`src/rtl/agg_pkg.sv`:
```
package agg_pkg;
    // channels carried by one input group
    localparam int CH_PER_BLK = 4;
    // fast cycles per slow-rate cycle
    localparam int PHASE_DIV  = 4;
endpackage

```
`src/rtl/agg_phase.sv`:
```
module agg_phase #(
    parameter int DIV = agg_pkg::PHASE_DIV
) (
    input  logic clk,
    input  logic rst,
    output logic slow_en_o
);
    localparam int PW = (DIV > 1) ? $clog2(DIV) : 1;

    typedef struct packed {
        logic [PW-1:0] cnt;
    } ph_t;

    ph_t ph_d, ph_q;

    always_comb begin
        ph_d = ph_q;
        if (ph_q.cnt == PW'(DIV - 1)) ph_d.cnt = '0;
        else                          ph_d.cnt = ph_q.cnt + 1'b1;
    end

    always_ff @(posedge clk) begin
        if (rst) ph_q <= '0;
        else     ph_q <= ph_d;
    end

    assign slow_en_o = (ph_q.cnt == '0);


    slow_gap_chk: assert property (@(posedge clk) disable iff (rst)
        slow_en_o |=> !slow_en_o);
endmodule

```
`src/rtl/agg_rate_gen.sv`:
```
module agg_rate_gen #(
    parameter int NUM_CH = 16,
    parameter int ACC_W  = 16
) (
    input  logic                    clk,
    input  logic                    rst,
    input  logic [NUM_CH-1:0]       ch_en_i,
    input  logic [NUM_CH*ACC_W-1:0] inc_i,
    output logic [NUM_CH-1:0]       strobe_o
);
    for (genvar g = 0; g < NUM_CH; g++) begin : g_ch
        typedef struct packed {
            logic [ACC_W-1:0] acc;
            logic             stb;
        } acc_t;

        acc_t       acc_d, acc_q;
        logic [ACC_W:0] sum_w;

        always_comb begin
            sum_w = {1'b0, acc_q.acc} + {1'b0, inc_i[g*ACC_W +: ACC_W]};
            acc_d = acc_q;
            if (ch_en_i[g]) begin
                acc_d.acc = sum_w[ACC_W-1:0];
                acc_d.stb = sum_w[ACC_W];
            end else begin
                acc_d.acc = '0;
                acc_d.stb = 1'b0;
            end
        end

        always_ff @(posedge clk) begin
            if (rst) acc_q <= '0;
            else     acc_q <= acc_d;
        end

        assign strobe_o[g] = acc_q.stb;


        idle_strobe_chk: assert property (@(posedge clk) disable iff (rst)
            !ch_en_i[g] |=> !strobe_o[g]);
    end
endmodule

```
`src/rtl/agg_slot_buf.sv`:
```
module agg_slot_buf #(
    parameter int NUM_CH = 16,
    parameter int SYM_W  = 8,
    parameter int CH_W   = 4
) (
    input  logic                    clk,
    input  logic                    rst,
    input  logic                    slow_en_i,
    input  logic                    cfg_all_i,
    input  logic [NUM_CH-1:0]       ch_en_i,
    input  logic [NUM_CH-1:0]       in_valid_i,
    input  logic [NUM_CH*SYM_W-1:0] in_data_i,
    input  logic                    ovf_clr_i,
    output logic                    out_valid_o,
    output logic [CH_W-1:0]         out_ch_o,
    output logic [SYM_W-1:0]        out_data_o,
    output logic [NUM_CH-1:0]       ovf_o
);
    localparam int HALF = NUM_CH / 2;

    typedef struct packed {
        logic [CH_W-1:0]              slot;
        logic [NUM_CH-1:0]            full;
        logic [NUM_CH-1:0][SYM_W-1:0] hold;
        logic [NUM_CH-1:0]            ovf;
        logic                         out_valid;
        logic [CH_W-1:0]              out_ch;
        logic [SYM_W-1:0]             out_data;
    } sb_t;

    sb_t sb_d, sb_q;

    logic [CH_W-1:0]   last_slot;
    logic              emit;
    logic [NUM_CH-1:0] ovf_set;

    always_comb begin
        sb_d      = sb_q;
        last_slot = cfg_all_i ? CH_W'(NUM_CH - 1) : CH_W'(HALF - 1);
        emit      = sb_q.full[sb_q.slot];
        ovf_set   = '0;

        // slot rotation and registered output
        sb_d.slot      = (sb_q.slot >= last_slot) ? '0 : sb_q.slot + 1'b1;
        sb_d.out_valid = emit;
        sb_d.out_ch    = sb_q.slot;
        sb_d.out_data  = emit ? sb_q.hold[sb_q.slot] : '0;
        if (emit) sb_d.full[sb_q.slot] = 1'b0;

        // capture on the slow phase
        for (int c = 0; c < NUM_CH; c++) begin
            if (slow_en_i && in_valid_i[c] && ch_en_i[c] && (cfg_all_i || c < HALF)) begin
                if (sb_q.full[c] && !(emit && sb_q.slot == CH_W'(c))) ovf_set[c] = 1'b1;
                sb_d.full[c] = 1'b1;
                sb_d.hold[c] = in_data_i[c*SYM_W +: SYM_W];
            end
        end

        sb_d.ovf = (ovf_clr_i ? '0 : sb_q.ovf) | ovf_set;
    end

    always_ff @(posedge clk) begin
        if (rst) sb_q <= '0;
        else     sb_q <= sb_d;
    end

    assign out_valid_o = sb_q.out_valid;
    assign out_ch_o    = sb_q.out_ch;
    assign out_data_o  = sb_q.out_data;
    assign ovf_o       = sb_q.ovf;


    slot_step_chk: assert property (@(posedge clk) disable iff (rst)
        (out_ch_o != '0) |-> (out_ch_o == $past(out_ch_o) + 1'b1));


    ovf_sticky_chk: assert property (@(posedge clk) disable iff (rst)
        !ovf_clr_i |=> ((ovf_o & $past(ovf_o)) == $past(ovf_o)));


    idle_data_chk: assert property (@(posedge clk) disable iff (rst)
        !out_valid_o |-> (out_data_o == '0));
endmodule

```
`src/rtl/sym_tdm_aggregator.sv`:
```
module sym_tdm_aggregator #(
    parameter  int NUM_BLK = 4,
    parameter  int SYM_W   = 8,
    parameter  int ACC_W   = 16,
    localparam int NUM_CH  = NUM_BLK * agg_pkg::CH_PER_BLK,
    localparam int CH_W    = $clog2(NUM_CH)
) (
    input  logic                    clk,
    input  logic                    rst,
    input  logic                    cfg_all_i,
    input  logic [NUM_CH-1:0]       ch_en_i,
    input  logic [NUM_CH*ACC_W-1:0] rate_inc_i,
    input  logic                    ovf_clr_i,
    input  logic [NUM_CH-1:0]       in_valid_i,
    input  logic [NUM_CH*SYM_W-1:0] in_data_i,
    output logic                    slow_en_o,
    output logic [NUM_CH-1:0]       sym_strobe_o,
    output logic                    out_valid_o,
    output logic [CH_W-1:0]         out_ch_o,
    output logic [SYM_W-1:0]        out_data_o,
    output logic [NUM_CH-1:0]       ovf_o
);
    logic slow_en_w;

    agg_phase #(.DIV(agg_pkg::PHASE_DIV)) u_phase (
        .clk       (clk),
        .rst       (rst),
        .slow_en_o (slow_en_w)
    );

    agg_rate_gen #(.NUM_CH(NUM_CH), .ACC_W(ACC_W)) u_rate (
        .clk      (clk),
        .rst      (rst),
        .ch_en_i  (ch_en_i),
        .inc_i    (rate_inc_i),
        .strobe_o (sym_strobe_o)
    );

    agg_slot_buf #(.NUM_CH(NUM_CH), .SYM_W(SYM_W), .CH_W(CH_W)) u_slots (
        .clk         (clk),
        .rst         (rst),
        .slow_en_i   (slow_en_w),
        .cfg_all_i   (cfg_all_i),
        .ch_en_i     (ch_en_i),
        .in_valid_i  (in_valid_i),
        .in_data_i   (in_data_i),
        .ovf_clr_i   (ovf_clr_i),
        .out_valid_o (out_valid_o),
        .out_ch_o    (out_ch_o),
        .out_data_o  (out_data_o),
        .ovf_o       (ovf_o)
    );

    assign slow_en_o = slow_en_w;
endmodule

```
`config.mk`:
```
export PLATFORM = sky130hd
export DESIGN_NAME = sym_tdm_aggregator
export DESIGN_NICKNAME = d
export VERILOG_FILES = /design/src/rtl/agg_pkg.sv /design/src/rtl/agg_phase.sv /design/src/rtl/agg_rate_gen.sv /design/src/rtl/agg_slot_buf.sv /design/src/rtl/sym_tdm_aggregator.sv
export SDC_FILE = /design/constraint.sdc
export NUM_CORES = 1
export LEC_CHECK = 0
export ABC_CLOCK_PERIOD_IN_PS = 4600
export CORE_UTILIZATION = 50
export CTS_BUF_LIST = sky130_fd_sc_hd__clkbuf_16
export DETAILED_ROUTE_END_ITERATION = 16
export PLACE_DENSITY = 0.77
export SLEW_MARGIN = 20
export SYNTH_ARGS = -nofsm -noshare
export SYNTH_HDL_FRONTEND = slang
export SYNTH_HIERARCHICAL = 1
export SYNTH_SLANG_ARGS = --single-unit
```
`constraint.sdc`:
```
create_clock -name clk -period 4.6 [get_ports clk]
set_input_delay 0.69 -clock clk [delete_from_list [all_inputs] [get_ports clk]]
set_output_delay 0.69 -clock clk [all_outputs]
set_load 0.02 [all_outputs]
```
; Word level (Yosys, flattened, before mapping)
; Cells that the tools add are included.
[totals]
reg_bits = 451
latchBits = 0
mem_bits_rw = 0
mem_bits_ro = 0
input_bits = 420
elab_cells = 310
n_memories = 0
[classes]
addsub = 18
mul = 0
n_div = 0
order_cmp = 3
n_eq_ne = 16
n_shift = 0
n_mux = 57
n_bitwise = 20
reduce_logical = 126
[op_table]
columns = op, n
row1 = $add 16x16->17, 16
row2 = $logic_and 1x1->1, 73
row3 = $mux 1, 50
row4 = $reduce_or 2->1, 19
row5 = $bmux 8 s4, 1
row6 = $eq 4x4->1 const B, 8
row7 = $mux 16, 2
row8 = $reduce_bool 2->1, 16
row9 = $not 1->1, 17
row10 = $and 16x16->16, 1
row11 = $eq 4x3->1 const B, 4
row12 = $logic_not 1->1, 16
row13 = $not 16->16, 1
row14 = $or 16x16->16, 1
row15 = $eq 4x2->1 const B, 2
row16 = $mux 8, 1
row17 = $lt 4x5->1 const B, 1
row18 = $add 4x1->4 const B, 1
row19 = $bmux 1 s4, 1
row20 = $demux 1 s4, 1
row21 = $eq 4x1->1 const B, 1
row22 = $ge 4x1->1 const B, 1
row23 = $ge 4x4->1, 1
row24 = $logic_not 4->1, 1
row25 = other kinds (4), 4

; Depth between registers and ports, before layout
[depth]
ltp_word = 8
depth_mapped = 10

; By module
; The synthesis kept the hierarchy.
[by_module_without_submodules]
columns = mod, instances, cells_each, area_per_inst_um2, seq_area_each_um2
row1 = agg_rate_gen, 1, 2037, 17739.5, 5445.2
row2 = agg_slot_buf, 1, 853, 7661.1, 3543.4
row3 = agg_phase, 1, 8, 95.1, 40.0

; Worst setup path after synthesis
; No wires, ideal clock.
[synth_path]
kind = input port to flip-flop
startpoint = input rate_inc_i[48]
endpoint = register u_rate/g_ch[3].acc_q[15] (netlist name)
setup_ns = 0.128
arrival_ns = 2.591
required_ns = 4.472
slack_ns = 1.882
cell_stages = 9
path_buffers = 0
path_cell_list = ha_1 fa_1 a211oi_1 o21bai_1 a21o_1 a2111oi_4 o21ai_1 xnor2_1 nor2_1
[synth_between]
elab_chain_cells = 1
[synth_lines]
columns = item, line_no
row1 = "start, declared", sym_tdm_aggregator.sv:12  ; input logic [NUM_CH*ACC_W-1:0] rate_inc_i,
row2 = $add 16x16->17, agg_rate_gen.sv:21  ; sum_w = {1'b0, acc_q.acc} + {1'b0, inc_i[g*ACC_W +: ACC_W]};
row3 = "end signal, assigned", agg_rate_gen.sv:33  ; if (rst) acc_q <= '0;
row4 = "end signal, assigned", agg_rate_gen.sv:34  ; else acc_q <= acc_d;
row5 = "end, declared", agg_rate_gen.sv:17  ; acc_t acc_d, acc_q;
; Every way passes these cells.
; A chain may end at the register's enable or synchronous reset.

; Final worst setup path
[layout_path]
startpoint = register u_phase/ph_q[0] (netlist name)
endpoint = output slow_en_o
[layout_between]
elab_chain_cells = 1
[layout_lines]
columns = item, line_no
row1 = "start, declared", agg_phase.sv:14  ; ph_t ph_d, ph_q;
row2 = "start signal, assigned", agg_phase.sv:24  ; else ph_q <= ph_d;
row3 = $logic_not 2->1, agg_phase.sv:27  ; assign slow_en_o = (ph_q.cnt == '0);
row4 = "end, declared", sym_tdm_aggregator.sv:16  ; output logic slow_en_o,
; Every way passes these cells.

==> results.txt <==
Outcome: finished, final reports clean
CORE AREA: 50300 um2
Cell Area, Synth: 25500 um2
Req. time, crit path: 3910 ps
RSZ-0062 raised after global routing: false
Largest family of logic cells by synthesized area: compound AO/OA/AOI/OAI gates
Most frequent cells in the layout: clkdlybuf4s50_1 (464), dfxtp_1 (449), nand2_1 (346)
Maximum clock rate: 320 MHz
Max FO, Critical Path: 33
CP max-delay cell: clkdlybuf4s50_1
# rows: 82
Async set or reset register ratio after synthesis: 0%
Final Hold Violating Endpoints: 0
Number of global-route vias before repair: 23000
Lkg Pwr: 13.2 nW
Worst-Margin Slew: 1050 ps
I/O pins: 466
Most common cell after layout, fill and taps aside: clkdlybuf4s50_1
Relative slew slack: 29.9%
Sw frac: 29.4%
Sequential share of power: 40.2%
ANT nets after route: 0
TritonCTS buffer count: 52
Flops & latches, synth: 451
VDD IR max: 0.000273 V
Area of the multi-input gates: 15400 um2
I/O Buffers: 465
Mapped Nets: 3597
Post-DP HPWL: 58200 um
Psw: 3.14 mW
CP endpoint kind: output port
Worst EP arrival: 2440 ps
Via density per instance: 5.71
Number of distinct library cells after synthesis: 84
Simple-Gate Fraction of Synth Area: 16.4%
Final wirelength: 76100 um
P&R area growth vs syn: 25.2%
Sequential Area: 9030 um2
GP Congestion: 0.925
Total global-route track usage: 28.7%
MaxCap Viol Count: 0
Vias: 22900
Post-synthesis mux area share: 3.61%
EDFF count, synth: 0
Clock slew at reported path FFs: 60 ps
Post-synthesis compound-gate area fraction: 19.9%
PostCTS Resize Cnt: 0
H-tree depth: 2
Slew Limit Fails: 0
Cts hold-fix bufs: 0
Grt ovf: 0
Clock sink count: 451
Synth Area in XOR/XNOR: 6.36%
Post-synthesis cell count: 2898
Clock Power Share: 35.6%
Antenna violations before repair: 25
Die Span Y: 228 um
Primary FF master, synth: dfxtp_1
Filler Cell Count: 4187
Post-Syn Area per Cell: 8.80 um2
Drt pass-1 iters: 5
Fin nets: 3987
Synth warnings: 6
Combinational share of power: 24.1%
Sequential-to-total area share from yosys stat: 35.4%
Setup TNS: 0 ps
Worst hold path type: register to register
Final period utilization: 68.0%
Slowest stage delay, CP: 740 ps
Minimum clock period after layout: 3130 ps
Skew final: 16.1 ps
Int Power: 7.53 mW
Postcts setup bufs: 0
Largest net degree at the start of global routing: 89
PwrDens: 334 nW/um2
First-pass GRT wire length: 120000 um
Initial core utilization: 50.7%
Total chip power: 10.7 mW
Iteration-0 DRC Markers: 1405
Skew-Pair Late Insertion Delay: 600 ps
Critical path, cell by cell: inv_1 > ha_2 > clkdlybuf4s50_1
Post-synthesis adder-cell area fraction: 14.2%
WL per Instance: 19.0 um
Post-layout util: 63.5%
Die area: 51900 um2
Horiz. Die Dim: 228 um
Layout cell share with drive strength beyond 1: 4.72%
DRC violations left: 0
CP startpoint kind: register
TritonCTS clock tree: built
Critical path class: register to output port
Final Setup Violations: 0
Clk buf depth: 3
Clk root buf: clkbuf_16
==> logic make-up after synthesis <==
| logic type | count (synthesis) |
|---|---|
| AO/OA/AOI/OAI | 783 |
| XOR/XNOR | 185 |
| adder cells (fa/ha/maj) | 279 |
| buffers and inverters | 220 |
| flip-flops | 451 |
| multiplexers | 42 |
| AND/OR/NAND/NOR | 938 |
==> power by group through the flow <==
stage / sequential, mW / clock, mW / combinational [mW]
finish: 4.29 / 3.80 / 2.58
global route: 4.32 / 4.04 / 2.83
CTS: 4.29 / 3.88 / 2.55
detailed placement: 4.38 / 0 / 2.52
global placement: 4.36 / 0 / 2.44
floorplan: 4.32 / 0 / 1.76
==> area by class of cell <==
type                            count  share of cell area, %
Multi-Input combinational cell   2227                   48.4
Sequential cell                   451                   28.3
Timing Repair Buffer              473                   14.8
Clock buffer                       53                   4.16
Tap cell                          672                   2.63
Inverter                           83                  0.976
Clock inverter                     41                  0.667
Antenna cell                       10                 0.0784
==> layer usage <==
metal | track usage, % | vias to the layer above | share of wire [%]
met4 | 9.78 | 28 | 3.0
met3 | 8.86 | 166 | 8.7
met2 | 49.1 | 740 | 48
met5 | 0 | - | 0.25
met1 | 33.8 | 10900 | 41
li1 | - | 11100 | -
==> critical path: cells and delay by family, from the launching register on <==
kind	cells	cell delay, ps
fa+ha+maj	1	700
buf+inv	2	810
flops	1	330
==> registers in the layout, summed over array words and instances (netlist names) <==
name	count
u_rate/g_ch.acc_q	256
u_slots/sb_q	144
u_rate/strobe_o	16
u_slots/ovf_o	16
u_slots/out_data_o	8
u_slots/out_ch_o	4
u_slots/sb_d	4
u_phase/ph_q	2
u_slots/out_valid_o	1
==> cells in the mapped netlist (9+ instances only) <==
cell type | count | share of area [%]
dfxtp_1 | 451 | 35
nand2_1 | 346 | 5.1
nor2_1 | 312 | 4.6
a21oi_1 | 296 | 5.8
ha_1 | 263 | 13
o21ai_0 | 110 | 2.2
xnor2_1 | 108 | 3.7
a21o_1 | 86 | 2.5
inv_1 | 83 | 1.2
xor2_1 | 77 | 2.6
clkbuf_1 | 65 | 0.96
nand3_1 | 57 | 1.1
buf_4 | 45 | 1.3
mux4_2 | 40 | 3.5
nor3_1 | 37 | 0.73
a211oi_1 | 35 | 1.0
nand4_1 | 31 | 0.76
o21bai_1 | 28 | 0.82
nand2b_1 | 27 | 0.66
o21a_1 | 27 | 0.79
and2_1 | 26 | 0.64
and3_1 | 25 | 0.61
a22oi_1 | 24 | 0.71
nor2b_1 | 22 | 0.54
o211ai_1 | 19 | 0.56
a311oi_1 | 16 | 0.55
fa_1 | 16 | 1.3
a31oi_1 | 14 | 0.34
and4_1 | 14 | 0.48
buf_2 | 14 | 0.27
nor3b_1 | 13 | 0.38
o21ai_1 | 11 | 0.22
buf_1 | 9 | 0.13
o221ai_1 | 9 | 0.31
==> through the flow <==
step                      hold WS, ps  instances  cell area, um2  setup WS [ps]
final                             450       4010           31900           1470
after detailed placement          445       3906           30300           1270
after CTS                         453       4000           31900           1410
after global placement            439       3906           30300           1300
after floorplan                   426       2898           25500           1880
after global routing              468       4003           31900           1370
==> final timing paths <==
check / start / end / slack [ps] / cells past startpoint
worst min-delay path: u_slots/sb_q[144] / u_slots/sb_q[144] / 450 / 2
worst max register to register: u_rate/g_ch[13].acc_q[1] / u_rate/strobe_o[13] / 2060 / 9
worst min register to register: u_slots/sb_q[144] / u_slots/sb_q[144] / 450 / 2
worst max-delay path: u_phase/ph_q[0] / slow_en_o / 1470 / 3
(Power assumes the default switching activity.)
